===== config.mk =====
export PLATFORM = sky130hd
export DESIGN_NAME = can_sfr_bridge
export DESIGN_NICKNAME = d
export VERILOG_FILES = /design/src/rtl/can_br_pkg.sv /design/src/rtl/can_br_decode.sv /design/src/rtl/can_br_ptr.sv /design/src/rtl/can_br_route.sv /design/src/rtl/can_sfr_bridge.sv
export SDC_FILE = /design/constraint.sdc
export NUM_CORES = 1
export LEC_CHECK = 0
export CORE_MARGIN = 3
export CORE_UTILIZATION = 40
export DETAILED_ROUTE_END_ITERATION = 7
export PLACE_DENSITY = 0.81
export SYNTH_ARGS = -nofsm -noshare
export SYNTH_HDL_FRONTEND = slang
export SYNTH_HIERARCHICAL = 1
export SYNTH_SLANG_ARGS = --single-unit

===== constraint.sdc =====
create_clock -name clk_i -period 3.3 [get_ports clk_i]
set_clock_uncertainty 0.2 [all_clocks]
set_input_delay 0.66 -clock clk_i [delete_from_list [all_inputs] [get_ports clk_i]]
set_output_delay 0.66 -clock clk_i [all_outputs]
set_load 0.02 [all_outputs]

===== src/rtl/can_br_pkg.sv =====
package can_br_pkg;
  typedef enum logic [2:0] {
    SEL_NONE,
    SEL_PTR,
    SEL_DATA,
    SEL_MODE,
    SEL_STAT,
    SEL_CMD
  } sfr_sel_e;

  // internal register indices the aliases depend on
  localparam logic [7:0] IDX_MODE    = 8'd0;
  localparam logic [7:0] IDX_COMMAND = 8'd1;
  localparam logic [7:0] IDX_STATUS  = 8'd2;
  localparam logic [7:0] IDX_IRQ     = 8'd3;
  localparam logic [7:0] IDX_IRQ_EN  = 8'd4;
endpackage


===== src/rtl/can_br_decode.sv =====
module can_br_decode
  import can_br_pkg::*;
#(
  parameter int          AW        = 8,
  parameter logic [7:0]  SFR_PTR   = 8'hDB,
  parameter logic [7:0]  SFR_DATA  = 8'hDA,
  parameter logic [7:0]  SFR_MODE  = 8'hF1,
  parameter logic [7:0]  SFR_STAT  = 8'hD8,
  parameter logic [7:0]  SFR_CMD   = 8'hD9
) (
  input  logic [7:0] sfr_addr_i,
  output sfr_sel_e   sel_o
);
  always_comb begin
    if      (sfr_addr_i == SFR_PTR)  sel_o = SEL_PTR;
    else if (sfr_addr_i == SFR_DATA) sel_o = SEL_DATA;
    else if (sfr_addr_i == SFR_MODE) sel_o = SEL_MODE;
    else if (sfr_addr_i == SFR_STAT) sel_o = SEL_STAT;
    else if (sfr_addr_i == SFR_CMD)  sel_o = SEL_CMD;
    else                             sel_o = SEL_NONE;
  end
endmodule


===== src/rtl/can_br_ptr.sv =====
module can_br_ptr
  import can_br_pkg::*;
#(
  parameter int AW       = 8,
  parameter int INC_BASE = 32
) (
  input  logic          clk_i,
  input  logic          rst_ni,
  input  sfr_sel_e      sel_i,
  input  logic          rd_i,
  input  logic          wr_i,
  input  logic [AW-1:0] wdata_i,
  output logic [AW-1:0] ptr_o
);
  localparam logic [AW-1:0] INC_BASE_V = AW'(INC_BASE);

  logic [AW-1:0] ptr_q;
  logic          load, step;

  assign load = (sel_i == SEL_PTR) && wr_i;
  // low registers are polled in place; upper space streams
  assign step = (sel_i == SEL_DATA) && (rd_i || wr_i) && (ptr_q >= INC_BASE_V);

  always_ff @(posedge clk_i or negedge rst_ni) begin
    if (!rst_ni)   ptr_q <= '0;
    else if (load) ptr_q <= wdata_i;
    else if (step) ptr_q <= ptr_q + 1'b1;
  end

  assign ptr_o = ptr_q;
endmodule


===== src/rtl/can_br_route.sv =====
module can_br_route
  import can_br_pkg::*;
#(
  parameter int AW = 8
) (
  input  sfr_sel_e      sel_i,
  input  logic          rd_i,
  input  logic          wr_i,
  input  logic [AW-1:0] ptr_i,
  output logic [AW-1:0] reg_addr_o,
  output logic          reg_rd_o,
  output logic          reg_wr_o
);
  logic internal;

  always_comb begin
    internal   = 1'b1;
    reg_addr_o = '0;
    unique case (sel_i)
      SEL_DATA: reg_addr_o = ptr_i;
      SEL_MODE: reg_addr_o = AW'(IDX_MODE);
      SEL_STAT: reg_addr_o = wr_i ? AW'(IDX_IRQ_EN)  : AW'(IDX_STATUS);
      SEL_CMD:  reg_addr_o = wr_i ? AW'(IDX_COMMAND) : AW'(IDX_IRQ);
      default:  internal   = 1'b0;
    endcase
  end

  // write wins if both strobes are seen together
  assign reg_wr_o = internal && wr_i;
  assign reg_rd_o = internal && rd_i && !wr_i;
endmodule


===== src/rtl/can_sfr_bridge.sv =====
module can_sfr_bridge
  import can_br_pkg::*;
#(
  parameter int         AW       = 8,
  parameter int         INC_BASE = 32,
  parameter logic [7:0] SFR_PTR  = 8'hDB,
  parameter logic [7:0] SFR_DATA = 8'hDA,
  parameter logic [7:0] SFR_MODE = 8'hF1,
  parameter logic [7:0] SFR_STAT = 8'hD8,
  parameter logic [7:0] SFR_CMD  = 8'hD9
) (
  input  logic          clk_i,
  input  logic          rst_ni,
  input  logic [7:0]    sfr_addr_i,
  input  logic [7:0]    sfr_wdata_i,
  input  logic          sfr_rd_i,
  input  logic          sfr_wr_i,
  output logic [7:0]    sfr_rdata_o,
  output logic [AW-1:0] reg_addr_o,
  output logic [7:0]    reg_wdata_o,
  output logic          reg_rd_o,
  output logic          reg_wr_o,
  input  logic [7:0]    reg_rdata_i
);
  sfr_sel_e      sel;
  logic [AW-1:0] ptr_q;

  can_br_decode #(
    .AW(AW), .SFR_PTR(SFR_PTR), .SFR_DATA(SFR_DATA),
    .SFR_MODE(SFR_MODE), .SFR_STAT(SFR_STAT), .SFR_CMD(SFR_CMD)
  ) u_decode (
    .sfr_addr_i (sfr_addr_i),
    .sel_o      (sel)
  );

  can_br_ptr #(.AW(AW), .INC_BASE(INC_BASE)) u_ptr (
    .clk_i   (clk_i),
    .rst_ni  (rst_ni),
    .sel_i   (sel),
    .rd_i    (sfr_rd_i),
    .wr_i    (sfr_wr_i),
    .wdata_i (AW'(sfr_wdata_i)),
    .ptr_o   (ptr_q)
  );

  can_br_route #(.AW(AW)) u_route (
    .sel_i      (sel),
    .rd_i       (sfr_rd_i),
    .wr_i       (sfr_wr_i),
    .ptr_i      (ptr_q),
    .reg_addr_o (reg_addr_o),
    .reg_rd_o   (reg_rd_o),
    .reg_wr_o   (reg_wr_o)
  );

  assign reg_wdata_o = sfr_wdata_i;

  always_comb begin
    if (!sfr_rd_i)           sfr_rdata_o = 8'h00;
    else if (sel == SEL_PTR) sfr_rdata_o = 8'(ptr_q);
    else if (reg_rd_o)       sfr_rdata_o = reg_rdata_i;
    else                     sfr_rdata_o = 8'h00;
  end
endmodule


After elaboration in Yosys (flattened, before gate mapping)
Index checks and enable logic that the tools add are counted.
Cells by class
  eq/ne operators: 10
  multiplexer cells: 14
  magnitude comparators: 1
  reduce and logical (&&, ||, !) cells: 10
  add/subtract/negate cells: 1
Operator list (count)
  8-bit equality test, second input constant: 5
  8-bit two-way mux: 5
  8-bit one-hot mux with 3 select lines: 1
  3-bit two-way mux: 6
  8-bit by 1-bit adder with 8-bit output, second input constant: 1
  8-bit by 6-bit greater-or-equal comparator with 1-bit output, second input constant: 1
  3-bit by 2-bit equality test with 1-bit output, second input constant: 2
  3-bit equality test, second input constant: 2
  1-bit logical AND: 6
  4-bit OR reduction: 1
  3-bit by 1-bit equality test with 1-bit output, second input constant: 1
  2-bit two-way mux: 1
  2-bit nonzero test: 1
  1-bit zero test: 1
  1-bit logical OR: 1
  1-bit two-way mux: 1
Storage, ports and cells
  flip-flop bits (word level): 8
  logic and storage cells: 37

Logic depth before layout (Yosys ltp)
  depth after elaboration: 14
  mapped depth: 7

By module
The synthesis kept the hierarchy.
Modules (own cells, without submodules)
  can_br_ptr: times used 1, cells an instance 57, area each 586.8 µm², seq. area each 200.2 µm²
  can_sfr_bridge: times used 1, cells an instance 37, area each 257.7 µm², seq. area each 0.0 µm²
  can_br_route: times used 1, cells an instance 18, area each 137.6 µm², seq. area each 0.0 µm²
  can_br_decode: times used 1, cells an instance 9, area each 72.6 µm², seq. area each 0.0 µm²

Least setup slack after synthesis
No wires, ideal clock.
  kind: in2out
  from: in sfr_addr_i[2]
  to: out sfr_rdata_o[0]
  setup slack: -0.382 ns
  data arrival time: 2.822 ns
  required time: 2.440 ns
  buffers on the path: 1
  stages on the path: 7
  path through: nand4b_1 -> nor3_1 -> nand2b_4 -> a21oi_1 -> buf_2 -> nand3_1 -> mux2i_1
Between the ends
  word-level cells in the longest chain between the ends: 14
  elaborated cells on any way between the ends: 22
RTL lines
  from (decl): line can_sfr_bridge.sv:14  | input logic [7:0] sfr_addr_i,
  8-bit equality test: line can_br_decode.sv:19  | else if (sfr_addr_i == SFR_CMD) sel_o = SEL_CMD;
  3-bit two-way mux: line can_br_decode.sv:19
  3-bit two-way mux: line can_br_decode.sv:18  | else if (sfr_addr_i == SFR_STAT) sel_o = SEL_STAT;
  3-bit two-way mux: line can_br_decode.sv:17  | else if (sfr_addr_i == SFR_MODE) sel_o = SEL_MODE;
  3-bit two-way mux: line can_br_decode.sv:16  | else if (sfr_addr_i == SFR_DATA) sel_o = SEL_DATA;
  3-bit two-way mux (*): line can_br_decode.sv:15  | if (sfr_addr_i == SFR_PTR) sel_o = SEL_PTR;
  net sel[2]: line can_sfr_bridge.sv:25  | sfr_sel_e sel;
  3-bit by 2-bit equality test with 1-bit output / 3-bit equality test (equally long branches): line can_br_route.sv:19  | unique case (sel_i)
  4-bit OR reduction (no source line) (*)
  1-bit two-way mux (*): line can_br_route.sv:19
  1-bit logical AND (*) (2 in a row): line can_br_route.sv:30  | assign reg_rd_o = internal && rd_i && !wr_i;
  net reg_rd_o: line can_sfr_bridge.sv:21  | output logic reg_rd_o,
  8-bit two-way mux (*): line can_sfr_bridge.sv:61  | else if (reg_rd_o) sfr_rdata_o = reg_rdata_i;
  8-bit two-way mux (*): line can_sfr_bridge.sv:60  | else if (sel == SEL_PTR) sfr_rdata_o = 8'(ptr_q);
  8-bit two-way mux (*): line can_sfr_bridge.sv:59  | if (!sfr_rd_i) sfr_rdata_o = 8'h00;
  to (decl): line can_sfr_bridge.sv:18  | output logic [7:0] sfr_rdata_o,
The timed path passes the listed nets; every way through them passes the cells marked *.

Worst setup path in the final report
  from: in sfr_addr_i[5]
  to: out sfr_rdata_o[5]
Between the ends
  word-level cells in the longest chain between the ends: 14
  elaborated cells on any way between the ends: 22
RTL lines (line)
  8-bit equality test: can_br_decode.sv:19
  3-bit two-way mux: can_br_decode.sv:19
  3-bit two-way mux: can_br_decode.sv:18
  3-bit two-way mux: can_br_decode.sv:17
  3-bit two-way mux: can_br_decode.sv:16
  3-bit two-way mux (*): can_br_decode.sv:15
  net sel[2]: can_sfr_bridge.sv:25
  3-bit by 2-bit equality test with 1-bit output / 3-bit equality test (equally long branches): can_br_route.sv:19
  4-bit OR reduction (no source line)
  1-bit two-way mux: can_br_route.sv:19
  1-bit logical AND (2 in a row): can_br_route.sv:30
  8-bit two-way mux: can_sfr_bridge.sv:61
  8-bit two-way mux (*): can_sfr_bridge.sv:60
  8-bit two-way mux (*): can_sfr_bridge.sv:59
Marks and branches as above.

==> results.md <==
* Outcome: completed
* Pre-antenna DRT Iters at 4
* CTS tree: built
* Worst vdd ir at 244 uV
* Crit Path Class: primary input to primary output
* Maximum root-to-sink buffer count at 2
* First-pass GRT wire length at 5110 microns
* Met2 WL at between 1500 and 2000 microns
* Core area at approximately 2400 sq um
* CP endpoint kind: primary output
* Synth Flop Type: dfrtp_1
* Mapped Cells at 121
* Die X at ~57 microns
* Yosys cell types at 36
* Initial Util at 0.447
* Placer Congestion at approximately 0.8
* R2r setup slk at 1.61 ns
* Ant. Diodes at 0
* Hold Vio Cnt, Final at 0
* DR WL/cell at 15.1 microns
* # IOs at 54
* Synth area leader: dfrtp_1
* Clock Sinks at 8
* Min cycle time layout at approximately 3.2 ns
* Worst path top cell family by delay: buffers and inverters
* Layout cells sized above 1 at 0.313
* Clock root buffer: clkbuf_4
* EDFF count, synth at 0
* DR top layer: met4
* Top-count cell post-synth: nand2_1
* GR Overflow Total at 0
* Synth-to-Final Area Change at 62.8%
* Data arrival, critical path at between 2 and 2.5 ns
* Port Buf Inserts at 53
* Hold/Removal Path Class: flip-flop to flip-flop
* Final hold slack at between 0.4 and 0.5 ns
* CTS buffer count at 3
* Crit path largest cell delay at 0.24 ns
* Worst hold path stage count at 2
* Tcrit/Tclk final at 0.970
* # nets final at between 200 and 250
* Worst Max-Slew Pin Slew at between 0.7 and 0.8 ns
* Critical Path Start: sfr_addr_i[5]
* Fmax at 0.312 GHz
* Drt drc at 0
* DP HPWL at ~2400 microns
* Number of synthesis warnings at 6
* Largest net degree at the start of global routing at 19
* FF+latch count, synth at 8
* Met1 WL at roughly 1300 microns
* Syn Area/Cell at about 8.7 sq um
* Global-route usage over all layers at 0.189
* Fraction of registers with async set/reset at 1.00
* Share of the yosys chip area belonging to registers at 0.190
* Leak pwr at 0.677 nW
* Total chip power at around 0.35 mW
* Synth Net Count at ~150
* # rows at 17
* Mapped Area at roughly 1100 sq um
* Critical R2R Launch: u_ptr/ptr_o[2]
* Pwr per Cell Area at 206 nW/um^2
* Yosys top cell area share at 0.190
* DIE AREA at ~3300 sq um
* Crit path buf inv count at 5
* Worst-skew pair later-pin latency at approximately 0.24 ns
* Post-synth top cells: nand2_1, nand3_1, buf_4
* Reg clk slew, reported paths at roughly 0.050 ns
* Drt initial violations at 40
* Fin area at between 1500 and 2000 sq um
* # hold bufs at CTS at 0
* Synth area leaders: dfrtp_1, mux2i_1, buf_4, nand2_1, nor4_4
* Final setup vio count at 0
* Vias in the first global route at between 1000 and 1500
* Post-DP Area at 1630 sq um
* Crit Reg-Reg Endpoint: u_ptr/ptr_o[7]
* Drt via density at between 5 and 6
* CP Cell Sequence: dlygate4sd2_1 > buf_4 > nand2b_1 > nor3_4 > nand2b_4 > a21oi_4 > buf_6 > buf_6 > nand3_2 > mux2i_1 > buf_4
* Crit-path slowest cell: dlygate4sd2_1
* Final core occ at 0.727
* Crit. path cell count at 11
* DR vias at around 1100
* Antenna-violating nets left at 0
* Initial antenna violation count at 0
* Crit Path Max Fanout at 4
* Detailed Route WL at 3170 microns
* Max reg flops at 8
* Final Max Slew Viols at 0
* Max Cap Viol at 0
* WL met3 at 117 microns
* H-tree Lvls at 1
* Hold EP: u_ptr/ptr_o[4]
* Slew headroom at 0.497
* DIE HEIGHT at ~57 microns
* Worst path required time at around 2.4 ns
* Hold_sp: u_ptr/ptr_o[4]
* Startpoint types: primary input
* Worst reg2reg path depth at 4
==> placed cells by master (no fill, tap or decap), types with 3 or more instances in the layout <==
cell type / synthesis / routed
clkdlybuf4s50_1: 0 / 27
buf_4: 9 / 17
nand2b_1: 3 / 3
nand2_1: 18 / 18
dlygate4sd2_1: 0 / 11
a21oi_1: 5 / 3
buf_6: 3 / 5
buf_2: 1 / 5
clkbuf_4: 0 / 3
clkdlybuf4s15_2: 0 / 6
dfrtp_1: 8 / 8
nor4_4: 3 / 3
nand3_1: 11 / 10
inv_1: 6 / 6
xnor2_1: 6 / 6
mux2i_1: 8 / 7
and2_1: 5 / 5
nor2_1: 3 / 3
==> per-layer routing <==
| layer | global-route usage | up-vias |
|---|---|---|
| met1 | 0.236 | 539 |
| met4 | 0.0596 | 0 |
| met3 | 0.0181 | 6 |
| met2 | 0.335 | 36 |
| met5 | 0 | - |
| li1 | - | 551 |
==> power by group <==
part / internal [mW] / total (mW) / switching, mW
logic: 0.0718 / 0.138 / 0.0659
registers: 0.114 / 0.146 / 0.0320
clock network: 0.0413 / 0.0704 / 0.0290
==> worst max-delay path by stage <==
stage,slack [ns],endpoint
after global placement,-0.48,sfr_rdata_o[1]
after CTS,0.002,sfr_rdata_o[2]
final,0.1,sfr_rdata_o[5]
after floorplan,0.08,sfr_rdata_o[0]
after global routing,-0.04,sfr_rdata_o[5]
after detailed placement,-0.52,sfr_rdata_o[4]
==> stage by stage <==
step                      instances  setup slack [ns]  TNS [ns]
after floorplan                 121            0.0834         0
after global placement          202            -0.476     -7.18
after detailed placement        202            -0.523     -8.24
after CTS                       207           0.00187         0
after global routing            210           -0.0411   -0.0704
final                           210            0.0987         0
==> area by class of cell <==
cell class                      count  area (sq um)
Fill cell                         194           644
Inverter                            6          22.5
Clock buffer                        3          22.5
Multi-Input combinational cell     93           781
Sequential cell                     8           200
Tap cell                           28          35.0
Timing Repair Buffer               72           656
==> worst min-delay path, stage by stage, from the launching register on <==
cell and delay (ns):
dfrtp_1 0.40, xnor2_1 0.15, o21ai_2 0.06
==> logic make-up after synthesis <==
logic type               Yosys count  synth area share
AND/OR/NAND/NOR                   60             0.419
flip-flops                         8             0.190
multiplexers                       8            0.0759
adder cells (fa/ha/maj)            2            0.0237
AO/OA/AOI/OAI                     17             0.116
XOR/XNOR                           6            0.0498
buffers and inverters             20             0.126
==> timing repair <==
action	CTS	global route
gates resized for setup	68	7
pin swaps	7	4
cloned	1	0
endpoints found under the setup margin	18	16
buffers inserted	1	3
Note: power is estimated with default switching activity, not from simulation.
